File: config.mk
export PLATFORM = sky130hd
export DESIGN_NAME = pwm_chan_gen
export DESIGN_NICKNAME = d
export VERILOG_FILES = /design/src/rtl/pwm_pkg.sv /design/src/rtl/pwm_regs.sv /design/src/rtl/pwm_tick_gen.sv /design/src/rtl/pwm_counter.sv /design/src/rtl/pwm_compare.sv /design/src/rtl/pwm_chan_gen.sv
export SDC_FILE = /design/constraint.sdc
export NUM_CORES = 1
export LEC_CHECK = 0
export BUFFER_PORTS_ARGS = -buffer_cell sky130_fd_sc_hd__buf_2
export CAP_MARGIN = 10
export CORE_ASPECT_RATIO = 1.4
export CORE_MARGIN = 2
export CORE_UTILIZATION = 46
export CTS_CLUSTER_DIAMETER = 40
export DETAILED_ROUTE_END_ITERATION = 10
export PLACE_DENSITY = 0.68
export SLEW_MARGIN = 10
export SYNTH_ARGS = -nofsm -noshare
export SYNTH_HDL_FRONTEND = slang
export SYNTH_SLANG_ARGS = --single-unit
File: constraint.sdc
create_clock -name clk -period 4.6 [get_ports clk]
set_input_delay 0.23 -clock clk [delete_from_list [all_inputs] [get_ports clk]]
set_output_delay 0.23 -clock clk [all_outputs]
set_load 0.01 [all_outputs]
File: src/rtl/pwm_pkg.sv
// Package: shared register codes and mode layout for the PWM channel.
// Assumes the write data bus is wide enough for the mode fields and the two
// divider values side by side.
package pwm_pkg;

    typedef enum logic [1:0] {
        REG_MODE   = 2'd0,
        REG_PERIOD = 2'd1,
        REG_DUTY   = 2'd2,
        REG_DIV    = 2'd3
    } pwm_reg_e;

    typedef struct packed {
        logic       idle_high;
        logic       centre;
        logic [3:0] clk_sel;
    } pwm_mode_t;

    localparam int MODE_W = 6;

endpackage

File: src/rtl/pwm_regs.sv
// pwm_regs: register file for the channel. Clock select and dividers act at
// once. Period, duty, alignment and idle level sit in holding registers and
// are copied into the working set when 'load' is high (period wrap).
// Assumes RST_PRD >= 1. A zero period is stored as 1 so the counter always
// has a valid end point.
module pwm_regs
    import pwm_pkg::*;
#(
    parameter int DW      = 16,
    parameter int DIV_W   = 8,
    parameter int RST_PRD = 1
) (
    input  logic             clk,
    input  logic             rst_n,
    input  logic             wr_en,
    input  logic [1:0]       wr_addr,
    input  logic [DW-1:0]    wr_data,
    input  logic             load,
    output logic [3:0]       clk_sel,
    output logic [DIV_W-1:0] div_a,
    output logic [DIV_W-1:0] div_b,
    output logic [DW-1:0]    act_prd,
    output logic [DW-1:0]    act_dty,
    output logic             act_centre,
    output logic             act_idle
);

    localparam logic [DW-1:0] PRD_INIT = DW'(RST_PRD);
    localparam logic [DW-1:0] ONE      = DW'(1);

    pwm_mode_t        mode_q;
    logic [DW-1:0]    prd_hold_q;
    logic [DW-1:0]    dty_hold_q;
    logic [DIV_W-1:0] div_a_q;
    logic [DIV_W-1:0] div_b_q;

    // Capture software writes into the immediate and holding registers.
    always_ff @(posedge clk) begin
        if (!rst_n) begin
            mode_q     <= '0;
            prd_hold_q <= PRD_INIT;
            dty_hold_q <= '0;
            div_a_q    <= '0;
            div_b_q    <= '0;
        end else if (wr_en) begin
            case (pwm_reg_e'(wr_addr))
                REG_MODE:   mode_q     <= pwm_mode_t'(wr_data[MODE_W-1:0]);
                REG_PERIOD: prd_hold_q <= wr_data;
                REG_DUTY:   dty_hold_q <= wr_data;
                REG_DIV: begin
                    div_a_q <= wr_data[DIV_W-1:0];
                    div_b_q <= wr_data[2*DIV_W-1:DIV_W];
                end
                default: ;
            endcase
        end
    end

    // Copy the holding registers into the working set at a period boundary.
    always_ff @(posedge clk) begin
        if (!rst_n) begin
            act_prd    <= PRD_INIT;
            act_dty    <= '0;
            act_centre <= 1'b0;
            act_idle   <= 1'b0;
        end else if (load) begin
            act_prd    <= (prd_hold_q == '0) ? ONE : prd_hold_q;
            act_dty    <= dty_hold_q;
            act_centre <= mode_q.centre;
            act_idle   <= mode_q.idle_high;
        end
    end

    assign clk_sel = mode_q.clk_sel;
    assign div_a   = div_a_q;
    assign div_b   = div_b_q;

endmodule

File: src/rtl/pwm_tick_gen.sv
// pwm_tick_gen: channel tick source. A free-running prescaler provides TAPS
// power-of-two taps (select 0..TAPS-1). Select TAPS picks linear divider A and
// TAPS+1 picks divider B. Any other select ticks every cycle.
// Assumes TAPS >= 1 and TAPS+1 fits in the 4-bit select. A divider value of
// 0 behaves as 1.
module pwm_tick_gen #(
    parameter int TAPS  = 11,
    parameter int DIV_W = 8
) (
    input  logic             clk,
    input  logic             rst_n,
    input  logic [3:0]       clk_sel,
    input  logic [DIV_W-1:0] div_a,
    input  logic [DIV_W-1:0] div_b,
    output logic             tick
);

    localparam int PRE_W = (TAPS > 1) ? TAPS - 1 : 1;
    localparam int N_DIV = 2;

    logic [PRE_W-1:0] presc_q;
    logic [PRE_W-1:0] tap_mask;
    logic             tap_hit;
    logic [DIV_W-1:0] div_val [N_DIV];
    logic [N_DIV-1:0] div_hit;

    // Free-running prescaler shared by all taps.
    always_ff @(posedge clk) begin
        if (!rst_n) presc_q <= '0;
        else        presc_q <= presc_q + 1'b1;
    end

    // Mask of the low prescaler bits that must all be one for the chosen tap.
    always_comb begin
        for (int i = 0; i < PRE_W; i++) tap_mask[i] = (i < 32'(clk_sel));
    end

    assign tap_hit    = (presc_q & tap_mask) == tap_mask;
    assign div_val[0] = div_a;
    assign div_val[1] = div_b;

    for (genvar g = 0; g < N_DIV; g++) begin : g_div
        logic [DIV_W-1:0] cnt_q;
        logic [DIV_W-1:0] lim;
        assign lim        = (div_val[g] == '0) ? '0 : div_val[g] - 1'b1;
        assign div_hit[g] = (cnt_q >= lim);

        // Modulo-N counter of this linear divider.
        always_ff @(posedge clk) begin
            if (!rst_n)          cnt_q <= '0;
            else if (div_hit[g]) cnt_q <= '0;
            else                 cnt_q <= cnt_q + 1'b1;
        end
    end

    // Route the selected source to the channel tick.
    always_comb begin
        if (32'(clk_sel) < TAPS)           tick = tap_hit;
        else if (32'(clk_sel) == TAPS)     tick = div_hit[0];
        else if (32'(clk_sel) == TAPS + 1) tick = div_hit[1];
        else                               tick = 1'b1;
    end

endmodule

File: src/rtl/pwm_counter.sv
// pwm_counter: period counter. Edge mode: 0..prd-1 then wrap. Symmetric mode:
// up 0..prd-1, then prd..1 with the down flag set, then wrap to 0. 'wrap' is
// high in the ticking cycle that ends a period. period_evt is high in the
// first cycle of the new period.
// Assumes prd >= 1 and that prd and centre change only on a wrap.
module pwm_counter #(
    parameter int CW = 16
) (
    input  logic          clk,
    input  logic          rst_n,
    input  logic          tick,
    input  logic          centre,
    input  logic [CW-1:0] prd,
    output logic [CW-1:0] cnt,
    output logic          down,
    output logic          wrap,
    output logic          period_evt
);

    localparam logic [CW-1:0] ONE = CW'(1);

    logic [CW-1:0] cnt_q, cnt_d;
    logic          down_q, down_d;
    logic          evt_q;
    logic          at_top;

    assign at_top = (cnt_q >= prd - ONE);

    // Next counter state and period-end detection.
    always_comb begin
        cnt_d  = cnt_q;
        down_d = down_q;
        wrap   = 1'b0;
        if (tick) begin
            if (!centre) begin
                if (at_top) begin
                    cnt_d = '0;
                    wrap  = 1'b1;
                end else begin
                    cnt_d = cnt_q + ONE;
                end
            end else if (!down_q) begin
                if (at_top) begin
                    cnt_d  = prd;
                    down_d = 1'b1;
                end else begin
                    cnt_d = cnt_q + ONE;
                end
            end else if (cnt_q <= ONE) begin
                cnt_d  = '0;
                down_d = 1'b0;
                wrap   = 1'b1;
            end else begin
                cnt_d = cnt_q - ONE;
            end
        end
    end

    // Counter, direction and period-event registers.
    always_ff @(posedge clk) begin
        if (!rst_n) begin
            cnt_q  <= '0;
            down_q <= 1'b0;
            evt_q  <= 1'b0;
        end else begin
            cnt_q  <= cnt_d;
            down_q <= down_d;
            evt_q  <= wrap;
        end
    end

    assign cnt        = cnt_q;
    assign down       = down_q;
    assign period_evt = evt_q;

endmodule

File: src/rtl/pwm_compare.sv
// pwm_compare: turns counter state into the output level. The opposite level
// is driven from threshold prd-dty on the way up and above it on the way
// down, which gives 2*dty active ticks centred in a symmetric period.
// Assumes dty <= prd. A larger dty clamps the threshold to zero.
module pwm_compare #(
    parameter int CW = 16
) (
    input  logic [CW-1:0] cnt,
    input  logic          down,
    input  logic [CW-1:0] prd,
    input  logic [CW-1:0] dty,
    input  logic          idle_high,
    output logic          level
);

    logic [CW-1:0] thr;
    logic          active;

    // Threshold and active-window decision.
    always_comb begin
        thr    = (dty > prd) ? '0 : prd - dty;
        active = down ? (cnt > thr) : (cnt >= thr);
        level  = idle_high ^ active;
    end

endmodule

File: src/rtl/pwm_chan_gen.sv
// pwm_chan_gen: one PWM channel. The tick source paces the counter, the
// register file holds the settings and the comparator forms the output.
// Assumes synchronous active-low reset and DW >= 2*DIV_W.
module pwm_chan_gen #(
    parameter int DW      = 16,
    parameter int DIV_W   = 8,
    parameter int TAPS    = 11,
    parameter int RST_PRD = 1
) (
    input  logic          clk,
    input  logic          rst_n,
    input  logic          wr_en,
    input  logic [1:0]    wr_addr,
    input  logic [DW-1:0] wr_data,
    output logic          pwm_out,
    output logic          period_evt
);

    logic [3:0]       clk_sel;
    logic [DIV_W-1:0] div_a;
    logic [DIV_W-1:0] div_b;
    logic [DW-1:0]    act_prd;
    logic [DW-1:0]    act_dty;
    logic             act_centre;
    logic             act_idle;
    logic             tick;
    logic [DW-1:0]    cnt;
    logic             down;
    logic             wrap;

    pwm_regs #(.DW(DW), .DIV_W(DIV_W), .RST_PRD(RST_PRD)) regs_i (
        .clk        (clk),
        .rst_n      (rst_n),
        .wr_en      (wr_en),
        .wr_addr    (wr_addr),
        .wr_data    (wr_data),
        .load       (wrap),
        .clk_sel    (clk_sel),
        .div_a      (div_a),
        .div_b      (div_b),
        .act_prd    (act_prd),
        .act_dty    (act_dty),
        .act_centre (act_centre),
        .act_idle   (act_idle)
    );

    pwm_tick_gen #(.TAPS(TAPS), .DIV_W(DIV_W)) tick_i (
        .clk     (clk),
        .rst_n   (rst_n),
        .clk_sel (clk_sel),
        .div_a   (div_a),
        .div_b   (div_b),
        .tick    (tick)
    );

    pwm_counter #(.CW(DW)) cnt_i (
        .clk        (clk),
        .rst_n      (rst_n),
        .tick       (tick),
        .centre     (act_centre),
        .prd        (act_prd),
        .cnt        (cnt),
        .down       (down),
        .wrap       (wrap),
        .period_evt (period_evt)
    );

    pwm_compare #(.CW(DW)) cmp_i (
        .cnt       (cnt),
        .down      (down),
        .prd       (act_prd),
        .dty       (act_dty),
        .idle_high (act_idle),
        .level     (pwm_out)
    );

endmodule

==> flow_summary.toml <==
[layout]
layout.cells.non_filler = 1304
syn_to_final_growth_pct = 13.1
diodes = 0
drive_gt1_frac = 0.106
nets = 1150

[routing]
avgViaCountPerCell = 5.56
post_drt_wl_per_cell_um = 15.6
num_vias = 7244
drc_errors = 0
dr.pass1.iters = 5
routed_wl_um = 20300
ant_nets = 0
drt_iter0_drc = 571

[floorplan]
fp.coreArea_um2 = 17300
die_h_um = 161
placementRows = 57
die_x_um = 116
io_pins = 23
die_area_um2 = 18600
start_util = 0.467

[cts]
clock_path_buffers = 2
cts_root_buffer = "clkbuf_16"
cts_tree = "built"
cts_hold_buf = 0
cts_max_level = 4
cts_made_buffers = 17
clk_latency_ns = 0.43
cts.clk_slew.worst_paths_ns = 0.06
cts_sinks = 132

[yosys]
synth_compound_area_frac = 0.181
yosysWarningCount = 0
yosys.area_share.simple = 0.257
synthCells = 1040
ys_top_cells_by_area = "dfxtp_1 33%, ha_1 11%, nand2_1 9.0%, a21oi_1 5.7%, nand3_1 4.0%"
synth_area_per_cell_um2 = 7.75
synth_seq_cells = 132
synth_top_area_frac = 0.328
yosysMostFrequentCell = "nand2_1"
ys_types = 64
netlist_area_um2 = 8060
seq_area_frac_synth = 0.328
synth_xor_area_frac = 0.0652
synthFlopType = "dfxtp_1"
synth_edf_count = 0
yosys.area_share.adder = 0.116
syn_nets = 1135
synth_top_area_cell = "dfxtp_1"
synth_top_family_by_area = "simple AND/OR/NAND/NOR gates"
synth.area.mux_share = 0.00869
synth_commonest_cells = "194 x nand2_1, 132 x dfxtp_1, 92 x a21oi_1, 74 x nor2_1, 73 x ha_1"
ys_async_sr_fraction = 0

[setup_path]
reg2reg_to = "cnt_i.cnt[12]"
slowest_delay_ns = 0.44
cp.arrival_ns = 4.39
cpLargestDelayFamily = "simple AND/OR/NAND/NOR gates"
crit_type = "flip-flop to output pin"
critPathMaxFanout = 4
critPathBufInv = 3
critPathCaptureType = "output pin"
crit_slowest_cell = "nor4_2"
cp-start-kind = "flip-flop"
r2r_slack_ns = 0.36
path_cells = "inv_2 -> ha_4 -> fa_2 -> nor2b_4 -> o2111ai_2 -> nand3_2 -> a311oi_2 -> o21bai_1 -> a21oi_2 -> a21oi_2 -> clkdlybuf4s15_2 -> nand2_1 -> ha_1 -> nand4_1 -> nor4_2 -> nand2_1 -> o41ai_2 -> xnor2_1 -> buf_2"
r2r-start = "regs_i.act_prd[3]"
r2r_cells = 16
cp_data_required_time_ns = 4.37

[place]
gp_congestion = 0.854
io_buffers = 22
dp_hpwl_um = 14700
dpl.cell_count = 1262

[flow_run]
drv_cap = 0

[timing]
rsz0062_at_grt = "true"
fmax_mhz = 216
maxSlewViolCount = 0
fin_crit_ns = 4.62
worst_slack_ns = -0.0242
tightest_slew_ns = 1.11
hold_violations = 0
maxSlewHeadroom = 0.257
fin_crit_sh = 1.01
setup_viol = 1
finalSetupTns_ns = -0.0242
fin_skew_ns = 0.00774

[power]
power.leakage_nw = 3.45
ir_worst_vdd_mv = 0.331
p_total_mw = 5.12
powerDensity_nw_per_um2 = 562

[global_routing]
grt_overflow_total = 0
antenna_found_initial = 0
grt_max_degree = 48
grt_pass1_wl_um = 33400
grt_pass1_vias = 6906
grt_use_total = 0.224

[min_path]
hp-start = "wr_data[15]"
hp-class = "input pin to flip-flop"
worstHoldPathCells = 3
holdPathEnd = "regs_i.div_b[7]"

[outcome]
violations = "setup timing"
status = "finished, violations left"
## report_power, final
group / internal (mW) / switching, mW
clock: 0.806 / 0.557
sequential: 1.21 / 0.0831
combinational: 0.987 / 1.47
## stage by stage
stage | utilization | hold slack, ns | instance area (µm²) | setup WS, ns
floorplan | - | 0.354 | 8060 | 0.534
global placement | 0.483 | 0.435 | 8340 | 0.290
detailed placement | 0.483 | 0.442 | 8340 | 0.236
CTS | 0.521 | 0.0577 | 9000 | 0.0197
global route | 0.528 | 0.0654 | 9110 | -0.182
finish | 0.528 | 0.0656 | 9110 | -0.0242
## cells in the final DEF (no fill, tap or decap), types with 7 or more instances in the layout
master and count:
nand3_1 63, xor2_1 27, nor3_1 21, xnor2_1 33
nor2b_1 12, nor2_1 73, nand2_1 194, inv_1 30
o21ai_0 21, o21ai_1 40, buf_2 22, and3_1 13
nor4_1 9, nand2b_1 11, dfxtp_1 129, a21oi_1 89
buf_4 17, a211oi_1 10, mux2i_1 7, o21a_1 9
nand4_1 9, a21o_1 11, ha_1 71, clkbuf_16 17
## state kept, by name, summed over array words and instances (netlist names)
register / count
tick_i.g_div.cnt_q: 16
regs_i.dty_hold_q: 16
regs_i.act_centre: 1
regs_i.act_dty: 16
cnt_i.period_evt: 1
cnt_i.cnt: 16
cnt_i.down: 1
regs_i.act_idle: 1
regs_i.div_b: 8
regs_i.clk_sel: 4
regs_i.act_prd: 16
regs_i.mode_q: 2
regs_i.prd_hold_q: 16
regs_i.div_a: 8
tick_i.presc_q: 10
## cells by family (layout without fill, tap and decap cells)
kind of cell / count (synthesis) / in the layout
and+or+nand+nor: 448 / 448
xor gates and xnor gates: 60 / 60
DFF: 132 / 132
muxes: 7 / 7
adders and majority gates: 74 / 74
AOI/OAI and AO/OA: 239 / 240
buffers and inverters: 80 / 107
## tightest hold or removal path, stage by stage
cell and delay (ns):
buf_2 0.12, nand2_1 0.05, a21oi_1 0.05
## per-layer routing
| layer | routed length [µm] | up-vias | share of wire | GRT usage |
|---|---|---|---|---|
| met2 | 10300 | 160 | 0.51 | 0.389 |
| met3 | 762 | 42 | 0.037 | 0.0355 |
| met5 | 0 | - | 0 | 0 |
| met4 | 595 | 0 | 0.029 | 0.0860 |
| li1 | - | 3693 | - | - |
| met1 | 8690 | 3349 | 0.43 | 0.275 |
## what timing repair did
item / 4_1_cts / 5_1_grt
gates resized for setup: 8 / 17
setup buffers: 4 / 4
pin swaps: 3 / 13
gates cloned: 1 / 1
endpoints found under the setup margin: 1 / 41
## cell type report
class	instances	area [µm²]
clock buffer	19	433
clock inverter	13	149
fill	1748	8150
inverter	32	120
multi-input combinational	829	5170
sequential	132	2650
tap	236	295
timing repair buffer	43	300
## worst max path at each step
stage                      start      endpoint  slack, ns  depth (start not counted)
3_3_place_gp   regs_i.act_prd[2]  cnt_i.cnt[6]       0.29                         16
6_report       regs_i.act_prd[0]       pwm_out      -0.02                         19
4_1_cts        regs_i.act_prd[0]       pwm_out       0.02                         21
2_1_floorplan  regs_i.act_prd[0]       pwm_out       0.53                         19
3_5_place_dp   regs_i.act_prd[2]       pwm_out       0.24                         19
5_1_grt        regs_i.act_prd[0]       pwm_out      -0.18                         21
No activity file was read; power rests on OpenSTA's default activity.
